==> src/rtl/tmr_stat_pkg.sv <==
package tmr_stat_pkg;
  localparam int NUM_GR  = 4;
  localparam int FLAG_W  = NUM_GR + 1;
  localparam int OVF_BIT = NUM_GR;
  localparam int REG_W   = 8;
  localparam int PAD_W   = REG_W - FLAG_W;
  localparam logic [PAD_W-1:0] PAD_BITS = 3'b110;

  typedef struct packed {
    logic [FLAG_W-1:0] setMask;
    logic [FLAG_W-1:0] clrMask;
  } flagStrobes_t;
endpackage

==> src/rtl/tmr_stat_ctrl.sv <==
module tmr_stat_ctrl
  import tmr_stat_pkg::*;
(
  input  logic              clk,
  input  logic              rstN,
  input  logic [NUM_GR-1:0] cmpMatch,
  input  logic [NUM_GR-1:0] capLoad,
  input  logic [NUM_GR-1:0] capMode,
  input  logic              wrapEvt,
  input  logic              busSel,
  input  logic              busRd,
  input  logic              busWr,
  input  logic [REG_W-1:0]  busWdata,
  input  logic [NUM_GR-1:0] xferAck,
  input  logic [NUM_GR-1:0] xferDisIrq,
  input  logic              dmaAck,
  input  logic              dmaAckEn,
  input  logic [FLAG_W-1:0] flagQ,
  output flagStrobes_t      strb
);
  logic [FLAG_W-1:0] armedQ;
  logic [FLAG_W-1:0] setVec;
  logic [FLAG_W-1:0] hwClr;
  logic [FLAG_W-1:0] swClr;
  logic              wrHit;
  logic              rdHit;

  assign wrHit = busSel & busWr;
  assign rdHit = busSel & busRd;

  for (genvar g = 0; g < NUM_GR; g++) begin : g_gr
    // mode picks which strobe counts as this register's event
    assign setVec[g] = capMode[g] ? capLoad[g] : cmpMatch[g];
    if (g == 0) begin : g_dma
      assign hwClr[g] = (xferAck[g] & ~xferDisIrq[g]) | (dmaAck & dmaAckEn);
    end else begin : g_plain
      assign hwClr[g] = xferAck[g] & ~xferDisIrq[g];
    end
  end

  assign setVec[OVF_BIT] = wrapEvt;
  assign hwClr[OVF_BIT]  = 1'b0;

  assign swClr = wrHit ? (~busWdata[FLAG_W-1:0] & armedQ) : '0;

  assign strb.setMask = setVec;
  assign strb.clrMask = swClr | hwClr;

  // read-as-one latch: armed by a read, consumed by any write or flag clear
  always_ff @(posedge clk) begin
    if (!rstN) begin
      armedQ <= '0;
    end else if (wrHit) begin
      armedQ <= '0;
    end else if (rdHit) begin
      armedQ <= (armedQ | flagQ) & ~hwClr;
    end else begin
      armedQ <= armedQ & ~hwClr;
    end
  end
endmodule

==> src/rtl/tmr_stat_dp.sv <==
module tmr_stat_dp
  import tmr_stat_pkg::*;
(
  input  logic              clk,
  input  logic              rstN,
  input  flagStrobes_t      strb,
  output logic [FLAG_W-1:0] flagQ,
  output logic [REG_W-1:0]  readVal
);
  always_ff @(posedge clk) begin
    if (!rstN) begin
      flagQ <= '0;
    end else begin
      flagQ <= strb.setMask | (flagQ & ~strb.clrMask);
    end
  end

  assign readVal = {PAD_BITS, flagQ};
endmodule

==> src/rtl/tmr_status_flags.sv <==
module tmr_status_flags
  import tmr_stat_pkg::*;
(
  input  logic              clk,
  input  logic              rstN,
  input  logic [NUM_GR-1:0] cmpMatch,
  input  logic [NUM_GR-1:0] capLoad,
  input  logic [NUM_GR-1:0] capMode,
  input  logic              wrapEvt,
  input  logic              busSel,
  input  logic              busRd,
  input  logic              busWr,
  input  logic [REG_W-1:0]  busWdata,
  output logic [REG_W-1:0]  busRdata,
  input  logic [NUM_GR-1:0] xferAck,
  input  logic [NUM_GR-1:0] xferDisIrq,
  input  logic              dmaAck,
  input  logic              dmaAckEn,
  output logic [FLAG_W-1:0] irqReq
);
  flagStrobes_t      strb;
  logic [FLAG_W-1:0] flagQ;

  tmr_stat_ctrl i_ctrl (
    .clk(clk), .rstN(rstN), .cmpMatch(cmpMatch), .capLoad(capLoad),
    .capMode(capMode), .wrapEvt(wrapEvt), .busSel(busSel), .busRd(busRd),
    .busWr(busWr), .busWdata(busWdata), .xferAck(xferAck),
    .xferDisIrq(xferDisIrq), .dmaAck(dmaAck), .dmaAckEn(dmaAckEn),
    .flagQ(flagQ), .strb(strb)
  );

  tmr_stat_dp i_dp (
    .clk(clk), .rstN(rstN), .strb(strb), .flagQ(flagQ), .readVal(busRdata)
  );

  assign irqReq = flagQ;
endmodule

==> config.mk <==
export PLATFORM = sky130hd
export DESIGN_NAME = tmr_status_flags
export DESIGN_NICKNAME = d
export VERILOG_FILES = /design/src/rtl/tmr_stat_pkg.sv /design/src/rtl/tmr_stat_ctrl.sv /design/src/rtl/tmr_stat_dp.sv /design/src/rtl/tmr_status_flags.sv
export SDC_FILE = /design/constraint.sdc
export NUM_CORES = 1
export LEC_CHECK = 0
export ABC_AREA = 0
export BUFFER_PORTS_ARGS = -buffer_cell sky130_fd_sc_hd__buf_2
export CAP_MARGIN = 5
export CORE_MARGIN = 1.5
export CORE_UTILIZATION = 38
export DETAILED_ROUTE_END_ITERATION = 12
export HOLD_SLACK_MARGIN = 0.1
export MAX_ROUTING_LAYER = met4
export PLACE_DENSITY = 0.86
export SYNTH_ARGS = -nofsm -noshare
export SYNTH_HDL_FRONTEND = slang
export SYNTH_SLANG_ARGS = --single-unit
==> constraint.sdc <==
create_clock -name clk -period 1.15 [get_ports clk]
set_input_delay 0.0575 -clock clk [delete_from_list [all_inputs] [get_ports clk]]
set_output_delay 0.0575 -clock clk [all_outputs]
set_load 0.02 [all_outputs]
# Word-level counts from Yosys, hierarchy flattened
# Cells that the tools add are included.
dict set report word_totals {
  reg_bits 10
  in_bits 36
  output_inout_bits 13
  wordCells 32
}
dict set report op_classes {
  n_mux 6
  bitwise_logic 23
  reduce_logical 1
}
# cell n
set ops {}
lappend ops {{5-bit AND} 4}
lappend ops {{5-bit 2-to-1 mux} 2}
lappend ops {{5-bit NOT} 2}
lappend ops {{5-bit bitwise OR} 2}
lappend ops {{1-bit AND} 7}
lappend ops {{1-bit NOT} 5}
lappend ops {{4-bit NOT with 5-bit output} 1}
lappend ops {{5-bit by 4-bit bitwise OR with 5-bit output} 1}
lappend ops {{1-bit 2-to-1 mux} 4}
lappend ops {{2-bit OR reduction} 1}
lappend ops {{1-bit bitwise OR} 1}

# Depth between registers and ports, before layout
dict set report depth {
  word_depth 7
  mapped_depth 3
  depth_no_buf 3
}

# Modules after synthesis
# Synthesis repeated with hierarchy kept, for this count alone.
dict set report unflattened {
  hier_cells 64
  area_unflattened_um2 641.9
}
# mod n_inst cells_each area_per_inst_um2 seq_area_each_um2
set modules_own_cells {}
lappend modules_own_cells {tmr_stat_ctrl 1 39 367.9 100.1}
lappend modules_own_cells {tmr_stat_dp 1 25 274.0 100.1}

# Worst setup path after synthesis
# No wires, ideal clock.
dict set report synth_path {
  path_type {register to register}
  from {reg i_dp.flagQ[2]}
  to {reg i_ctrl.armedQ[2]}
  setup_time_ps 73
  t_arrival_ps 702
  required_ps 1077
  setup_slack_ps 374
  stages_incl_launch_ff 3
  path_buffers 0
  synth_period_minus_slack_ps 776
  cell_sequence {dfxtp_1 -> a21oi_2 -> nor3_2}
}
dict set report synth_between {
  elab_chain_cells 3
}
# item line_no
set synth_lines {}
lappend synth_lines {{start: declaration} tmr_stat_dp.sv:7} ;# output logic [FLAG_W-1:0] flagQ,
lappend synth_lines {{start signal: assignment} tmr_stat_dp.sv:14} ;# flagQ <= strb.setMask | (flagQ & ~strb.clrMask);
lappend synth_lines {{5-bit bitwise OR} tmr_stat_ctrl.sv:56} ;# armedQ <= (armedQ | flagQ) & ~hwClr;
lappend synth_lines {{5-bit AND} tmr_stat_ctrl.sv:56}
lappend synth_lines {{5-bit 2-to-1 mux} tmr_stat_ctrl.sv:55} ;# end else if (rdHit) begin
lappend synth_lines {{end signal: assignment} tmr_stat_ctrl.sv:56}
lappend synth_lines {{end signal: assignment} tmr_stat_ctrl.sv:58} ;# armedQ <= armedQ & ~hwClr;
lappend synth_lines {{end: declaration} tmr_stat_ctrl.sv:21} ;# logic [FLAG_W-1:0] armedQ;
# No other way between the ends.
# A chain may end at the register's enable or synchronous reset.

# Final worst setup path
dict set report layout_path {
  from {in rstN}
  to {reg i_ctrl.armedQ[1]}
}
dict set report layout_between {
  elab_chain_cells 2
}
# item line_no
set layout_lines {}
lappend layout_lines {{start: declaration} tmr_status_flags.sv:5} ;# input logic rstN,
lappend layout_lines {{1-bit NOT (no source line)} --}
lappend layout_lines {{2-bit OR reduction (no source line)} --}
# No other way between the ends.

==> results.sh <==
export IMPL_crit_chain="dlygate4sd3_1 > buf_2 > nand2_1 > nor3_2"
export IMPL_initial_core_util=0.4125
export IMPL_die_w_um=40.59
export IMPL_run_status="finished, final reports clean"
export IMPL_wire_per_inst_um=13.39
export IMPL_io_pin_count=49
export IMPL_syn_area_um2=536.8
export IMPL_fin_crit_sh=0.8639
export IMPL_clock_skew_ns=0.0002074
export IMPL_cap_violations=0
export IMPL_num_antenna_cells=0
export IMPL_netlist_instances=59
export IMPL_regToRegSetupSlack_ns=0.33
export IMPL_criticalPathCategory="in2reg"
export IMPL_drc_errors=0
export IMPL_final_common_cell="buf_2"
export IMPL_vias=645
export IMPL_cp_end_kind="flop"
export IMPL_final_layout_size_suffix_gt1_frac=0.4685
export IMPL_hold_viol_final=0
export IMPL_reg2reg_from="i_ctrl.armedQ[0]"
export IMPL_drtIter0Drc=13
export IMPL_cp_arrival_ns=1.19
export IMPL_p_leak_nw=0.4215
export IMPL_min_to="i_ctrl.armedQ[0]"
export IMPL_start_kind="input pin"
export IMPL_seq_area_frac_synth=0.3730
export IMPL_hold_path_startpoint="dmaAckEn"
export IMPL_grt_max_degree=8
export IMPL_r2r_cells=3
export IMPL_cts_buffer_depth=2
export IMPL_synth_distinct_cells=20
export IMPL_setup_tns_ns=0
export IMPL_fin_nets=148
export IMPL_port_buffers=42
export IMPL_power_density_nw_per_um2=1082
export IMPL_slowest_delay_ns=0.53
export IMPL_place_ws_ns=0.3313
export IMPL_min_path_type="in2reg"
export IMPL_clock_sinks=10
export IMPL_grt_pass1_wl_um=2145
export IMPL_clk_pin_slew_worst_paths_ns=0.07
export IMPL_fmax_mhz=1007
export IMPL_vias_per_cell=5.119
export IMPL_synth_warnings=0
export IMPL_fin_crit_ns=0.9935
export IMPL_die_area_um2=1647
export IMPL_cts_tree="done"
export IMPL_reg2reg_to="i_dp.flagQ[0]"
export IMPL_drtAntennaViolNets=0
export IMPL_die_height_um=40.59
export IMPL_avgSynthCellArea_um2=9.098
export IMPL_ir_drop_v=0.0004780
export IMPL_final_cell_mix="buf_2, dlygate4sd3_1, dfxtp_1"
export IMPL_drt_first_pass_iters=4
export IMPL_setup_slack_ns=0.1565
export IMPL_grtUsageTotal=0.2117
export IMPL_overflow=0
export IMPL_fillers=94
export IMPL_ys_seq_elements=10
export IMPL_routed_wl_um=1687
export IMPL_cts_buffers=3
export IMPL_cp_slowest_cell="dlygate4sd3_1"
export IMPL_clockRootBuffer="clkbuf_4"
export IMPL_core_um2=1301
export IMPL_path_buf_inv=2
export IMPL_critPathRequiredTime_ns=1.35
export IMPL_cp_max_fo=7
export IMPL_slew_viol_final=0
export IMPL_min_path_cells=4
export IMPL_clk_latency_ns=0.27
export IMPL_cp_top_family="buffers and inverters"
export IMPL_setup_violations=0
export IMPL_antenna_found_initial=0
export IMPL_areaGrowthSynthToFinish_pct=63.17
export IMPL_globalplace_congestion=0.6442
export IMPL_grt_pass1_vias=552
export IMPL_rsz0062_at_grt="no"
export IMPL_num_rows=13
export IMPL_htreeDepth=1
-- final cells by class --
class,count,area [µm²],area share
multi-input combinational,40,272.8,0.3114
inverter,2,7.507,0.008571
sequential,10,200.2,0.2286
clock buffer,4,36.28,0.04143
timing repair buffer,55,340.3,0.3886
tap,15,18.77,0.02143
-- where the power goes --
group | switching, mW | leakage (nW) | internal [mW]
clock network | 0.135 | 0.0210 | 0.193
registers | 0.0176 | 0.0824 | 0.365
logic | 0.117 | 0.318 | 0.120
-- per-stage QoR --
step | hold WS, ns | cell area, µm² | std cells | utilization | power (mW)
2_1_floorplan | 0.1721 | 540.5 | 60 | - | 0.5170
3_3_place_gp | 0.2849 | 709.4 | 109 | 0.5452 | 0.5803
3_5_place_dp | 0.3019 | 709.4 | 109 | 0.5452 | 0.5845
4_1_cts | 0.1021 | 875.8 | 126 | 0.6731 | 0.9462
5_1_grt | 0.1318 | 875.8 | 126 | 0.6731 | 0.9867
6_report | 0.1002 | 875.8 | 126 | 0.6731 | 0.9476
-- flip-flops by register name (all words and copies together), names as in the netlist --
| name | flops |
|---|---|
| i_dp.flagQ | 5 |
| i_ctrl.armedQ | 5 |
-- synth_stat cells --
master | n | area share
a21boi_1 | 3 | 0.042
a21oi_1 | 5 | 0.047
a21oi_2 | 1 | 0.016
and2_4 | 1 | 0.016
buf_4 | 8 | 0.11
conb_1 | 2 | 0.014
dfxtp_1 | 10 | 0.37
inv_1 | 2 | 0.014
mux2_2 | 1 | 0.021
mux2i_1 | 3 | 0.056
nand2_1 | 4 | 0.028
nand3b_1 | 3 | 0.042
nand4b_1 | 4 | 0.065
nor2_1 | 1 | 0.0070
nor2b_1 | 4 | 0.047
nor3_1 | 1 | 0.0093
nor3_2 | 3 | 0.056
o21ai_0 | 1 | 0.0093
o21ai_1 | 1 | 0.0093
o311ai_1 | 1 | 0.016
-- per-layer routing --
metal  global-route usage  vias to the layer above  part of all wire
li1                     -                      299                 -
met1               0.1716                      285              0.36
met2               0.4246                       53              0.48
met3              0.02222                        8              0.11
met4               0.1500                        0             0.052
met5                    -                        -                 0
-- logic make-up after synthesis --
logic type / after synthesis / synth area share
DFF: 10 / 0.3730
AOI/OAI and AO/OA: 12 / 0.1398
and+or+nand+nor: 21 / 0.2704
buffers and inverters: 10 / 0.1259
muxes: 4 / 0.07692
other: 2 / 0.01399
-- how the worst max path moves through the flow --
| stage | start | to | slack (ns) | cells after the start |
|---|---|---|---|---|
| floorplan | i_dp.flagQ[2] | i_ctrl.armedQ[2] | 0.37 | 2 |
| global placement | i_ctrl.armedQ[0] | i_dp.flagQ[0] | 0.35 | 3 |
| detailed placement | i_ctrl.armedQ[0] | i_dp.flagQ[0] | 0.33 | 3 |
| CTS | rstN | i_ctrl.armedQ[1] | 0.19 | 4 |
| global route | rstN | i_ctrl.armedQ[1] | 0.12 | 4 |
| finish | rstN | i_ctrl.armedQ[1] | 0.16 | 4 |
-- tightest hold or removal path: stages --
cell and delay (ns):
buf_2 0.07, nand2_1 0.03, o21ai_0 0.10, nor3_1 0.06
-- timing repair --
| item | CTS | global route |
|---|---|---|
| buffers inserted | 0 | 0 |
| endpoints found under the hold margin | 8 | 0 |
| hold buffers | 13 | 0 |
| gates resized for setup | 0 | 0 |
Power figures use the tool's default switching activity.
